===== src/rtl/ledr_pkg.sv =====
// Package: shared types for the level-encoded dual-rail codec.
// Assumes: nothing beyond standard SystemVerilog packed structs.
package ledr_pkg;

    // One bit's wire pair: value wire and alternating phase wire.
    typedef struct packed {
        logic d;
        logic p;
    } ledr_pair_t;

    // Token parity of one wire pair.
    function automatic logic pair_parity(input ledr_pair_t pr);
        return pr.d ^ pr.p;
    endfunction

endpackage


===== src/rtl/ledr_tx_lane.sv =====
// Module: ledr_tx_lane
// Drives one bit's data/phase pair. On load it moves to the next token by
// changing exactly one wire: data when the bit value changes, phase otherwise.
// Assumes: load is a clean synchronous strobe.
module ledr_tx_lane
    import ledr_pkg::*;
(
    input  logic       clk,
    input  logic       rst_n,
    input  logic       load,
    input  logic       bit_i,
    output ledr_pair_t pair_o
);

    ledr_pair_t pair_q;

    // Wire-pair register: advance one token per load.
    always_ff @(posedge clk) begin
        if (!rst_n) begin
            pair_q <= '0;
        end else if (load) begin
            pair_q.d <= bit_i;
            if (bit_i == pair_q.d) begin
                pair_q.p <= ~pair_q.p;
            end
        end
    end

    assign pair_o = pair_q;

endmodule


===== src/rtl/ledr_encoder.sv =====
// Module: ledr_encoder
// Transmit side: one lane per bit, all lanes updated in the same cycle.
// Assumes: WIDTH >= 1.
module ledr_encoder
    import ledr_pkg::*;
#(
    parameter int WIDTH = 8
) (
    input  logic             clk,
    input  logic             rst_n,
    input  logic             send,
    input  logic [WIDTH-1:0] word,
    output logic [WIDTH-1:0] data_o,
    output logic [WIDTH-1:0] phase_o
);

    for (genvar gi = 0; gi < WIDTH; gi++) begin : g_lane
        ledr_pair_t pr;

        ledr_tx_lane u_lane (
            .clk    (clk),
            .rst_n  (rst_n),
            .load   (send),
            .bit_i  (word[gi]),
            .pair_o (pr)
        );

        assign data_o[gi]  = pr.d;
        assign phase_o[gi] = pr.p;
    end

endmodule


===== src/rtl/ledr_rx_lane.sv =====
// Module: ledr_rx_lane
// Samples one bit's wire pair each cycle, reports its token parity and data,
// and flags an illegal sample where both wires differ from the last sample.
// Assumes: inputs are already synchronous to clk.
module ledr_rx_lane
    import ledr_pkg::*;
(
    input  logic clk,
    input  logic rst_n,
    input  logic d_i,
    input  logic p_i,
    output logic parity_o,
    output logic data_o,
    output logic clash_o
);

    ledr_pair_t smp_q;

    // Sample register: holds the pair seen at the last edge.
    always_ff @(posedge clk) begin
        if (!rst_n) begin
            smp_q <= '0;
        end else begin
            smp_q.d <= d_i;
            smp_q.p <= p_i;
        end
    end

    assign parity_o = pair_parity(smp_q);
    assign data_o   = smp_q.d;
    // Both wires moving between two samples is not a legal token step.
    assign clash_o  = (d_i ^ smp_q.d) & (p_i ^ smp_q.p);

endmodule


===== src/rtl/ledr_decoder.sv =====
// Module: ledr_decoder
// Receive side: completion detection over all lanes, decoded word latch,
// one-cycle done strobe, expected-parity toggle and sticky clash flag.
// Assumes: each pair changes coherently per sample.
module ledr_decoder #(
    parameter int WIDTH = 8
) (
    input  logic             clk,
    input  logic             rst_n,
    input  logic [WIDTH-1:0] data_i,
    input  logic [WIDTH-1:0] phase_i,
    output logic [WIDTH-1:0] word_o,
    output logic             done_o,
    output logic             err_o
);

    logic [WIDTH-1:0] par;
    logic [WIDTH-1:0] smp_data;
    logic [WIDTH-1:0] clash;
    logic             expect_q;
    logic             complete;
    logic [WIDTH-1:0] word_q;
    logic             done_q;
    logic             err_q;

    for (genvar gi = 0; gi < WIDTH; gi++) begin : g_lane
        ledr_rx_lane u_lane (
            .clk      (clk),
            .rst_n    (rst_n),
            .d_i      (data_i[gi]),
            .p_i      (phase_i[gi]),
            .parity_o (par[gi]),
            .data_o   (smp_data[gi]),
            .clash_o  (clash[gi])
        );
    end

    // Completion: every lane has reached the expected token parity.
    assign complete = (par == {WIDTH{expect_q}});

    // Token acceptance: latch word, strobe done, flip expected parity.
    always_ff @(posedge clk) begin
        if (!rst_n) begin
            expect_q <= 1'b1;
            word_q   <= '0;
            done_q   <= 1'b0;
        end else begin
            done_q <= complete;
            if (complete) begin
                word_q   <= smp_data;
                expect_q <= ~expect_q;
            end
        end
    end

    // Sticky error: any lane with a double-wire change.
    always_ff @(posedge clk) begin
        if (!rst_n) begin
            err_q <= 1'b0;
        end else if (|clash) begin
            err_q <= 1'b1;
        end
    end

    assign word_o = word_q;
    assign done_o = done_q;
    assign err_o  = err_q;

endmodule


===== src/rtl/ledr_codec.sv =====
// Module: ledr_codec (top)
// Transmitter and receiver for a level-encoded dual-rail word link.
// Line outputs and receive inputs are separate ports so the link path is
// chosen by the surrounding logic.
// Assumes: synchronous active-low reset held for at least one edge.
module ledr_codec #(
    parameter int WIDTH = 8
) (
    input  logic             clk,
    input  logic             rst_n,
    input  logic             tx_send,
    input  logic [WIDTH-1:0] tx_word,
    output logic [WIDTH-1:0] line_data,
    output logic [WIDTH-1:0] line_phase,
    input  logic [WIDTH-1:0] rx_data,
    input  logic [WIDTH-1:0] rx_phase,
    output logic [WIDTH-1:0] rx_word,
    output logic             rx_done,
    output logic             rx_err
);

    ledr_encoder #(.WIDTH(WIDTH)) u_enc (
        .clk     (clk),
        .rst_n   (rst_n),
        .send    (tx_send),
        .word    (tx_word),
        .data_o  (line_data),
        .phase_o (line_phase)
    );

    ledr_decoder #(.WIDTH(WIDTH)) u_dec (
        .clk     (clk),
        .rst_n   (rst_n),
        .data_i  (rx_data),
        .phase_i (rx_phase),
        .word_o  (rx_word),
        .done_o  (rx_done),
        .err_o   (rx_err)
    );

endmodule


===== config.mk =====
export PLATFORM = sky130hd
export DESIGN_NAME = ledr_codec
export DESIGN_NICKNAME = d
export VERILOG_FILES = /design/src/rtl/ledr_pkg.sv /design/src/rtl/ledr_tx_lane.sv /design/src/rtl/ledr_encoder.sv /design/src/rtl/ledr_rx_lane.sv /design/src/rtl/ledr_decoder.sv /design/src/rtl/ledr_codec.sv
export SDC_FILE = /design/constraint.sdc
export NUM_CORES = 1
export LEC_CHECK = 0
export ABC_AREA = 1
export CAP_MARGIN = 20
export CORE_MARGIN = 8
export CORE_UTILIZATION = 35
export DETAILED_ROUTE_END_ITERATION = 8
export GPL_ROUTABILITY_DRIVEN = 0
export GPL_TIMING_DRIVEN = 0
export PLACE_DENSITY_LB_ADDON = 0.08
export SLEW_MARGIN = 10
export SYNTH_ARGS = -nofsm -noshare
export SYNTH_HDL_FRONTEND = slang
export SYNTH_SLANG_ARGS = --single-unit

===== constraint.sdc =====
create_clock -name clk -period 1.15 [get_ports clk]
set_input_delay 0.115 -clock clk [delete_from_list [all_inputs] [get_ports clk]]
set_output_delay 0.115 -clock clk [all_outputs]
set_load 0.01 [all_outputs]

==> metrics.cfg <==
[pwr]
p_leak_nw = 1.59
switching_share = 0.297
pwr-share-comb = 0.207
vdd_drop_max_mv = 0.628
p_seq_frac = 0.494
intPower_mw = 2.33
p_switching_uw = 984
p_per_area_nw_per_um2 = 1070
p_clk_frac = 0.300
report.power.total_mw = 3.31

[global_route]
grt_usage = 0.125
gr-total-overflow = 0
grt_max_degree = 16
antenna_found_initial = 0
grt_pass1_wl_um = 8840
grt_pass1_vias = 1975

[sta]
final.min_clock_period_ns = 1.25
fin_worst_skew_ns = 0.00624
worst_slack_ns = -0.101
slew_headroom = 0.809
rsz0062_at_grt = true
hold_violations = 0
min_period_over_period = 1.09
setup_viol = 10
clock.fmax_mhz = 799
drv_slew = 0
hold_slack_ns = 0.371
setup-tns-final_ns = -0.812
worst_pin_slew_ns = 0.286

[synth]
ys_types = 20
ys_top_cells_by_area = dfxtp_1, nand2_1, inv_1
synthDominantCellAreaShare = 0.402
ys_seq_area_frac = 0.402
synthCells = 318
yosysTopAreaCell = dfxtp_1
ys_ff_latch = 43
synth_nets = 345
synth_area_per_cell_um2 = 6.73
netlist_area_um2 = 2140
ys_warn_count = 0

[placed_design]
dp_hpwl_um = 3760
portBuffers = 52
dpl_cell_area_um2 = 2760

[die]
core_um2 = 5920
die_x_um = 94.2
die-area_um2 = 8870
boundaryPins = 53
rows = 28
start_util = 0.361
die_y_um = 94.2

[clock_tree]
root_buffer = clkbuf_8
clockBufferDepth = 2
cts_buffers = 5
clk_transition_reported_paths_ns = 0.09
cts_htree_levels = 2
insertion_delay_ns = 0.30
cts_hold_buf = 0
cts.sinks = 43
tritoncts = yes

[drt]
drc = 0
via_count = 2003
wl_per_cell_um = 11.2
viasPerCell = 4.27
ant_nets = 0
drt_pass1_iterations = 4
routed_wl_um = 5270
drt_iter0_drc = 51

[final_layout]
stdcell_area_um2 = 3090
n_antenna_cell = 0
area_growth_pct = 44.2
fillers = 613
final_core_util = 0.521
layout.nets = 420
drive_gt1_frac = 0.256

[status]
status = finished with violations
violations = setup timing

[run]
max_cap_viol_count = 0

[worst_setup_path]
path_class = reg -> reg
cp-start-kind = flop
critPathMaxFanout = 5
required_ns = 1.39
path_cells = inv_1, nand2_1, nand2_1, nand2_1, nand2_1, nand2_1, inv_2, nand3_4, nand2_1, inv_1, nor2_1
crit_top_cell = nand2_1
slowest_stage = dfxtp_2
cp.arrival_ns = 1.49
slowest_delay_ns = 0.34
critPathCaptureType = flop

[min_path]
hold_path_class = in -> reg

-- power by group through the flow --
stage          clock, mW  combinational [mW]  sequential (mW)
2_1_floorplan          0               0.322             1.68
3_3_place_gp           0               0.619             1.67
3_5_place_dp           0               0.625             1.67
4_1_cts             1.05               0.662             1.64
5_1_grt             1.08               0.769             1.65
6_report           0.992               0.684             1.63
-- metal layers --
layer  GRT usage  part of all wire  up-vias
met1       0.136              0.43      850
met3      0.0472             0.078        9
met2       0.214              0.48       44
met5           0                 0        -
li1            -                 -     1100
met4      0.0449             0.016        0
-- metrics by stage --
| stage | cells | worst slack (ns) |
|---|---|---|
| final | 469 | -0.101 |
| after global routing | 469 | -0.223 |
| after CTS | 464 | -0.136 |
| after detailed placement | 445 | -0.370 |
| after global placement | 445 | -0.382 |
| after floorplan | 318 | -0.0357 |
-- repair_timing --
action	in CTS	in global routing
pin swaps	25	13
gates cloned	3	0
endpoints found under the hold margin	0	0
resized for setup	70	25
buffers inserted	8	5
endpoints found under the setup margin	40	18
-- critical path: cells and delay by family (launching register included) --
kind	cells	cell delay (ns)
flops	1	0.34
simple gates	8	0.65
buf+inv	3	0.21
-- worst paths after layout --
kind                                                        from  depth (start not counted)                                to  slack (ns)
worst max-delay path               u_dec.g_lane[2].u_lane.data_o                         11                   u_dec.word_o[6]       -0.10
worst min-delay path                                  rx_data[1]                          3     u_dec.g_lane[1].u_lane.data_o        0.37
worst max register to register     u_dec.g_lane[2].u_lane.data_o                         11                   u_dec.word_o[6]       -0.10
worst min register to register  u_enc.g_lane[5].u_lane.pair_o[0]                          2  u_enc.g_lane[5].u_lane.pair_o[0]        0.46
-- cell families (layout without fill, tap and decap cells) --
| family | count (synthesis) | in the layout | synth area share |
|---|---|---|---|
| and+or+nand+nor | 142 | 145 | 0.287 |
| buffers and inverters | 75 | 148 | 0.133 |
| DFF | 43 | 43 | 0.402 |
| AOI/OAI and AO/OA | 34 | 34 | 0.0795 |
| xor gates and xnor gates | 24 | 24 | 0.0982 |
-- layout by cell type, fill, tap and decap left out, types with 5 or more instances in the layout --
cell type,count
xnor2_1,8
nand3_1,14
nor2_1,8
dlygate4sd2_1,25
dfxtp_2,13
buf_4,13
a21oi_1,17
clkdlybuf4s50_1,26
nand2_2,27
inv_2,12
nor2_4,6
nand2_1,81
o21ai_0,16
xor2_1,16
clkbuf_8,5
inv_1,54
dfxtp_1,26
-- layout make-up --
class	count	area, µm²	share of cell area
Multi-Input combinational cell	203	1130	0.365
Sequential cell	43	892	0.289
Timing Repair Buffer	65	587	0.190
Inverter	69	264	0.0856
Tap cell	75	93.8	0.0304
Clock buffer	5	68.8	0.0223
Buffer	6	30.0	0.00973
Clock inverter	3	23.8	0.00770
-- state kept, by name, indices dropped and copies added, names as in the netlist --
register	count
u_enc.g_lane.u_lane.pair_o	16
u_dec.g_lane.u_lane.data_o	8
u_dec.g_lane.u_lane.smp_q	8
u_dec.word_o	8
u_dec.done_o	1
u_dec.err_o	1
u_dec.expect_q	1
-- Yosys cell counts (all sizes together) --
master,number
o21ai,17
nor2,14
inv,68
xor2,16
buf,2
xnor2,8
nor3b,1
clkbuf,4
dfxtp,43
nand2,109
nand3,18
a21oi,17
clkinv,1
Power figures use the tool's default switching activity.
